File: src/rtl/gpx_pkg.sv
package gpx_pkg;
  localparam int unsigned GPX_ADDR_W = 2;

  typedef enum logic [GPX_ADDR_W-1:0] {
    GPX_SEL_LEVEL = 2'd0,
    GPX_SEL_OUT   = 2'd1,
    GPX_SEL_INV   = 2'd2,
    GPX_SEL_DIR   = 2'd3
  } gpx_sel_e;
endpackage

File: src/rtl/gpx_sync.sv
module gpx_sync #(
  parameter int unsigned W      = 8,
  parameter int unsigned STAGES = 2
) (
  input  logic         clk,
  input  logic         rst_n,
  input  logic [W-1:0] din,
  output logic [W-1:0] dout
);
  logic [W-1:0] chain_q [STAGES];

  always_ff @(posedge clk or negedge rst_n) begin
    if (!rst_n) chain_q[0] <= '0;
    else        chain_q[0] <= din;
  end

  for (genvar s = 1; s < STAGES; s++) begin : g_stage
    always_ff @(posedge clk or negedge rst_n) begin
      if (!rst_n) chain_q[s] <= '0;
      else        chain_q[s] <= chain_q[s-1];
    end
  end

  assign dout = chain_q[STAGES-1];

  // checker state: counts edges since reset, saturating
  logic [1:0] primed_q;
  always_ff @(posedge clk or negedge rst_n) begin
    if (!rst_n)                primed_q <= '0;
    else if (primed_q != 2'd3) primed_q <= primed_q + 2'd1;
  end

  if (STAGES == 2) begin : g_chk2
    p_sync_latency_r10: assert property (@(posedge clk) disable iff (!rst_n)
      (primed_q == 2'd3) |-> (dout == $past(din, 2)));
  end
endmodule

File: src/rtl/gpx_regs.sv
module gpx_regs
  import gpx_pkg::*;
#(
  parameter int unsigned W = 8,
  parameter logic [W-1:0] OUT_RST = '0,
  parameter logic [W-1:0] INV_RST = '0,
  parameter logic [W-1:0] DIR_RST = '1
) (
  input  logic                  clk,
  input  logic                  rst_n,
  input  logic                  wr,
  input  logic [GPX_ADDR_W-1:0] addr,
  input  logic [W-1:0]          wdata,
  output logic [W-1:0]          out_q,
  output logic [W-1:0]          inv_q,
  output logic [W-1:0]          dir_q
);
  gpx_sel_e sel;
  assign sel = gpx_sel_e'(addr);

  always_ff @(posedge clk or negedge rst_n) begin
    if (!rst_n) begin
      out_q <= OUT_RST;
      inv_q <= INV_RST;
      dir_q <= DIR_RST;
    end else if (wr) begin
      unique case (sel)
        GPX_SEL_OUT: out_q <= wdata;
        GPX_SEL_INV: inv_q <= wdata;
        GPX_SEL_DIR: dir_q <= wdata;
        default:     ;
      endcase
    end
  end

  p_level_write_ignored_r3: assert property (@(posedge clk) disable iff (!rst_n)
    (wr && addr == GPX_SEL_LEVEL) |=> ($stable(out_q) && $stable(inv_q) && $stable(dir_q)));

  p_out_write_lands_r9: assert property (@(posedge clk) disable iff (!rst_n)
    (wr && addr == GPX_SEL_OUT) |=> (out_q == $past(wdata)));
endmodule

File: src/rtl/gpx_drive.sv
module gpx_drive #(
  parameter int unsigned  W       = 8,
  parameter logic [W-1:0] OD_MASK = 'h1
) (
  input  logic [W-1:0] out_q,
  input  logic [W-1:0] dir_q,
  output logic [W-1:0] drv_hi,
  output logic [W-1:0] drv_lo,
  output logic [W-1:0] oe
);
  for (genvar i = 0; i < W; i++) begin : g_pin
    logic active;
    assign active    = ~dir_q[i];
    assign drv_lo[i] = active & ~out_q[i];
    if (OD_MASK[i]) begin : g_od
      assign drv_hi[i] = 1'b0;
    end else begin : g_pp
      assign drv_hi[i] = active & out_q[i];
    end
    assign oe[i] = drv_hi[i] | drv_lo[i];
  end

  always_comb begin
    a_no_contention_r8: assert ((drv_hi & drv_lo) == '0);
  end
endmodule

File: src/rtl/gpx_port_bank.sv
module gpx_port_bank
  import gpx_pkg::*;
#(
  parameter int unsigned  W           = 8,
  parameter int unsigned  SYNC_STAGES = 2,
  parameter logic [W-1:0] OD_MASK     = 'h01,
  parameter logic [W-1:0] OUT_RST     = 'h00,
  parameter logic [W-1:0] INV_RST     = 'hF0,
  parameter logic [W-1:0] DIR_RST     = 'hFF
) (
  input  logic                  clk,
  input  logic                  rst_n,
  input  logic [GPX_ADDR_W-1:0] bus_addr,
  input  logic                  bus_wr,
  input  logic [W-1:0]          bus_wdata,
  input  logic                  bus_rd,
  output logic [W-1:0]          bus_rdata,
  output logic                  bus_rvalid,
  input  logic [W-1:0]          pin_in,
  output logic [W-1:0]          pin_out,
  output logic [W-1:0]          pin_drv_hi,
  output logic [W-1:0]          pin_drv_lo,
  output logic [W-1:0]          pin_oe
);
  localparam logic [W-1:0] PP_MASK = ~OD_MASK;

  logic [W-1:0] level_s;
  logic [W-1:0] out_q, inv_q, dir_q;
  logic [W-1:0] rd_mux;

  gpx_sync #(.W(W), .STAGES(SYNC_STAGES)) u_sync (
    .clk(clk), .rst_n(rst_n), .din(pin_in), .dout(level_s)
  );

  gpx_regs #(.W(W), .OUT_RST(OUT_RST), .INV_RST(INV_RST), .DIR_RST(DIR_RST)) u_regs (
    .clk(clk), .rst_n(rst_n), .wr(bus_wr), .addr(bus_addr), .wdata(bus_wdata),
    .out_q(out_q), .inv_q(inv_q), .dir_q(dir_q)
  );

  gpx_drive #(.W(W), .OD_MASK(OD_MASK)) u_drive (
    .out_q(out_q), .dir_q(dir_q),
    .drv_hi(pin_drv_hi), .drv_lo(pin_drv_lo), .oe(pin_oe)
  );

  assign pin_out = out_q;

  always_comb begin
    unique case (gpx_sel_e'(bus_addr))
      GPX_SEL_LEVEL: rd_mux = level_s ^ inv_q;
      GPX_SEL_OUT:   rd_mux = out_q;
      GPX_SEL_INV:   rd_mux = inv_q;
      default:       rd_mux = dir_q;
    endcase
  end

  always_ff @(posedge clk or negedge rst_n) begin
    if (!rst_n) begin
      bus_rvalid <= 1'b0;
      bus_rdata  <= '0;
    end else begin
      bus_rvalid <= bus_rd;
      if (bus_rd) bus_rdata <= rd_mux;
    end
  end

  p_rvalid_follows_rd_r9: assert property (@(posedge clk) disable iff (!rst_n)
    bus_rd |=> bus_rvalid);

  p_rvalid_idle_r9: assert property (@(posedge clk) disable iff (!rst_n)
    !bus_rd |=> !bus_rvalid);

  p_dir_write_sets_oe_r6: assert property (@(posedge clk) disable iff (!rst_n)
    (bus_wr && bus_addr == GPX_SEL_DIR) |=> ((pin_oe & PP_MASK) == (~$past(bus_wdata) & PP_MASK)));

  p_inputs_undriven_r6: assert property (@(posedge clk) disable iff (!rst_n)
    (bus_wr && bus_addr == GPX_SEL_DIR && bus_wdata == '1) |=> (pin_oe == '0));
endmodule

File: config.mk
export PLATFORM = sky130hd
export DESIGN_NAME = gpx_port_bank
export DESIGN_NICKNAME = d
export VERILOG_FILES = /design/src/rtl/gpx_pkg.sv /design/src/rtl/gpx_sync.sv /design/src/rtl/gpx_regs.sv /design/src/rtl/gpx_drive.sv /design/src/rtl/gpx_port_bank.sv
export SDC_FILE = /design/constraint.sdc
export NUM_CORES = 1
export LEC_CHECK = 0
export BUFFER_PORTS_ARGS = -buffer_cell sky130_fd_sc_hd__buf_2
export CORE_ASPECT_RATIO = 0.6
export CORE_MARGIN = 2
export CORE_UTILIZATION = 51
export CTS_CLUSTER_SIZE = 16
export DETAILED_ROUTE_END_ITERATION = 10
export PLACE_DENSITY_LB_ADDON = 0.25
export SLEW_MARGIN = 30
export SYNTH_ARGS = -nofsm -noshare
export SYNTH_HDL_FRONTEND = slang
export SYNTH_SLANG_ARGS = --single-unit
File: constraint.sdc
create_clock -name clk -period 1.28 [get_ports clk]
set_input_delay 0.256 -clock clk [delete_from_list [all_inputs] [get_ports clk]]
set_output_delay 0.256 -clock clk [all_outputs]
set_load 0.02 [all_outputs]
# --- Word-level counts from Yosys, hierarchy flattened ---
# Cells that the tools add are included.
totals:
  reg_bits: 49
  output_inout_bits: 41
classes:
  eq_ne: 3
  n_mux: 1
  bitwise_logic: 39
  reduce_logical: 4
op_table:
  columns: ["operator", "n"]
  rows:
  - ["$pmux W8 S3", 1]
  - ["$not A1 Y1", 16]
  - ["$and A1 B1 Y1", 15]
  - ["$xor A8 B8 Y8", 1]
  - ["$or A1 B1 Y1", 7]
  - ["$reduce_and A2 Y1", 3]
  - ["$eq A2 B2 Y1 const B", 2]
  - ["$eq A2 B1 Y1 const B", 1]
  - ["$logic_not A2 Y1", 1]

# --- Logic depth before layout (Yosys ltp) ---
logic_depth:
  word_depth: 3
  mapped_depth: 5
  depth_no_buf: 3

# --- Hierarchy ---
# Synthesis repeated with hierarchy kept, for this count alone.
unflattened:
  hier_cells: 180
  area_unflattened_um2: 2233.4
by_module_without_submodules:
  columns: ["module", "n_inst", "cells_each", "area_per_inst_um2"]
  rows:
  - ["gpx_regs", 1, 51, 918.4]
  - ["gpx_port_bank", 1, 80, 735.7]
  - ["gpx_sync", 1, 24, 460.4]
  - ["gpx_drive", 1, 25, 118.9]

# --- Least setup slack after synthesis ---
# Ideal clock, no wire load.
synth_timing:
  path_kind: "flip-flop to output port"
  startpoint: "register u_regs.out_q[0]"
  endpoint: "output port pin_oe[0]"
  t_arrival_ps: 1028
  required_ps: 1024
  slack_ps: -4
  path_stages_with_launch: 3
  n_path_buf: 1
  cell_sequence: "dfrtp_1 > nor2_1 > buf_4"
synth_between:
  elab_chain_cells: 2
synth_rtl:
  columns: ["item", "line", "source"]
  rows:
  - ["start: declaration", "gpx_regs.sv:14", "output logic [W-1:0] out_q,"]
  - ["start signal: assignment", "gpx_regs.sv:28", "GPX_SEL_OUT: out_q <= wdata;"]
  - ["$not A1 Y1", "gpx_drive.sv:14", "assign drv_lo[i] = active & ~out_q[i];"]
  - ["$and A1 B1 Y1", "gpx_drive.sv:14", null]
  - ["end: declaration", "gpx_port_bank.sv:23", "output logic [W-1:0] pin_oe"]
# No other way between the ends.

# --- Final worst setup path ---
layout_timing:
  startpoint: "register u_regs.dir_q[4]"
  endpoint: "output port pin_drv_hi[4]"
layout_between:
  elab_chain_cells: 2
layout_rtl:
  columns: ["item", "line", "source"]
  rows:
  - ["start: declaration", "gpx_regs.sv:16", "output logic [W-1:0] dir_q"]
  - ["start signal: assignment", "gpx_regs.sv:30", "GPX_SEL_DIR: dir_q <= wdata;"]
  - ["$not A1 Y1", "gpx_drive.sv:13", "assign active = ~dir_q[i];"]
  - ["$and A1 B1 Y1", "gpx_drive.sv:18", "assign drv_hi[i] = active & out_q[i];"]
  - ["end: declaration", "gpx_port_bank.sv:21", "output logic [W-1:0] pin_drv_hi,"]
# No other way between the ends.

==> flow_summary.ini <==
[clock_network]
cts.path.max_buffers = 2
clk_latency_ps = 300
cts_buffers = 5
cts.sinks = 49
cts_max_level = 2
cts-root-buf = clkbuf_8
clk_pin_slew_ps = 80
tritoncts = yes

[route]
antenna_left = 0
drc = 0
via_count = 1556
first_pass_iters = 4
drtIter0Drc = 51
vias_per_cell = 5.068
drt-total-wl_um = 4356
wl_per_cell_um = 14.19

[setup_path]
crit_arrival_ps = 1080
end_kind = primary output
critPathMaxFanout = 4
start_kind = flip-flop
crit_type = flip-flop to primary output
crit_required_ps = 1020

[floorplanning]
die_y_um = 55.19
die_w_um = 89.31
die_area_um2 = 4929
io_pins = 63
rows = 18
start_util_pct = 53.74
core_region_area_um2 = 4144

[timing]
setup_viol = 23
finClkSkew_ps = 1.771
hold_viol = 0
hold_slack_ps = 53.12
fin_ws_ps = -59.29
fmax_ghz = 0.7467
period_needed_ps = 1339
rsz0062_at_grt = yes
maxSlewViolCount = 0
min_period_over_period_pct = 104.6

[logic_synthesis]
yosysWarnings = 0
synth-seq-area-share_pct = 55.73
ys_types = 23
syn-cell-area_um2 = 2227
syn_avg_cell_area_um2 = 12.87
synth-seq-cells = 49
syn_inst = 173
syn_nets = 195

[power]
p_leak_nw = 1.390
total_power_mw = 4.471
ir_drop_mv = 1.060
cellPowerDensity_nw_per_um2 = 1558

[place]
place.port_buffers = 61
gp_congestion = 0.7695
dpl.hpwl_um = 2768
post-place-ws_ps = 95.99

[cells_and_area]
mostFrequentLayoutCell = buf_2
layout_common_cells = buf_2 (46), dfrtp_1 (37), mux2_2 (24)
area_growth_pct = 28.82
n_antenna_cell = 0
layout-drive-gt1-share_pct = 53.85
nNetsFinal = 268
final_util_pct = 69.23

[global_route]
antenna_found_initial = 0
grt_pass1_vias = 1426
globalRoute.totalOverflow = 0
grt_max_degree = 50
grt_pass1_wl_um = 6900
gr-usage-all-layers_pct = 19.52

[status]
outcome = finished with violations
violations = setup timing

[min_path]
hold_path.class = primary input to flip-flop

[flow_run]
drv_cap = 0
==> layer usage <==
layer	global-route usage (%)	up-vias	part of all wire [%]
met3	4.451	7	5.1
met1	27.46	762	50
li1	-	738	-
met4	8.458	0	1.4
met2	29.51	49	44
met5	0	-	0
==> worst max-delay path, stage by stage (launching register included) <==
cell and delay [ps]:
dfstp_2 580, nor2b_1 50, buf_2 150
==> through the flow <==
| stage | area (um2) | std cells | TNS (ps) |
|---|---|---|---|
| floorplan | 2230 | 173 | 0 |
| global placement | 2601 | 291 | 0 |
| detailed placement | 2601 | 291 | 0 |
| CTS | 2839 | 307 | -965.6 |
| global route | 2869 | 307 | -1833 |
| finish | 2869 | 307 | -794.6 |
==> registers in the layout, indices dropped and copies added (netlist names) <==
name / flops
bus_rvalid: 1
u_regs.dir_q: 8
u_regs.inv_q: 8
u_regs.out_q: 8
bus_rdata: 8
u_sync.chain_q: 8
u_sync.dout: 8
==> path summary, 6_finish.rpt <==
check                                  start  slack (ps)                  to  cells past startpoint
hold / removal                     pin_in[2]          50  u_sync.chain_q[10]                      1
min in group asynchronous              rst_n         470  u_sync.chain_q[11]                      3
max in group asynchronous              rst_n         540     u_regs.dir_q[1]                      3
setup / recovery             u_regs.dir_q[4]         -60       pin_drv_hi[4]                      2
setup reg to reg             u_regs.dir_q[4]         150        bus_rdata[4]                      4
hold reg to reg            u_sync.chain_q[8]         350      u_sync.dout[0]                      0
==> layout make-up <==
type	instances	area [um2]
Timing Repair Buffer	76	524.3
Clock inverter	1	30.03
Multi-Input combinational cell	99	855.8
Tap cell	60	75.07
Clock buffer	7	86.33
Fill cell	341	1275
Inverter	15	56.30
Sequential cell	49	1241
==> power by group <==
| group | internal (mW) | switching (mW) | total, mW |
|---|---|---|---|
| logic | 0.635 | 0.682 | 1.32 |
| clock network | 0.637 | 0.498 | 1.13 |
| registers | 1.82 | 0.200 | 2.02 |
| total | 3.09 | 1.38 | 4.47 |
==> cells in the mapped netlist, drive strengths merged <==
cell type	n	area, um2
dfrtp	37	925.9
dfstp	12	315.3
conb	1	3.750
buf	6	65.06
a21oi	8	40.04
mux2	24	270.3
nand3b	10	100.1
nand3	1	17.52
mux2i	8	80.08
o22ai	8	87.58
nor2	8	30.03
inv	15	56.30
clkbuf	4	21.27
nor2b	7	43.79
o31ai	8	60.06
nand2b	8	50.05
a21o	8	60.06
==> cells by family after synthesis <==
logic type / Yosys count / synth area share (%)
AOI/OAI and AO/OA: 32 / 11.12
buffers and inverters: 25 / 6.404
DFF: 49 / 55.73
muxes: 32 / 15.73
other: 1 / 0.1684
and+or+nand+nor: 34 / 10.84
==> repair_timing <==
action | CTS | global route
hold buffers | 1 | 0
endpoints found under the hold margin | 37 | 0
buffers inserted | 7 | 0
pin swaps | 1 | 0
gates resized for setup | 20 | 12
endpoints found under the setup margin | 23 | 23
(Power assumes the default switching activity.)
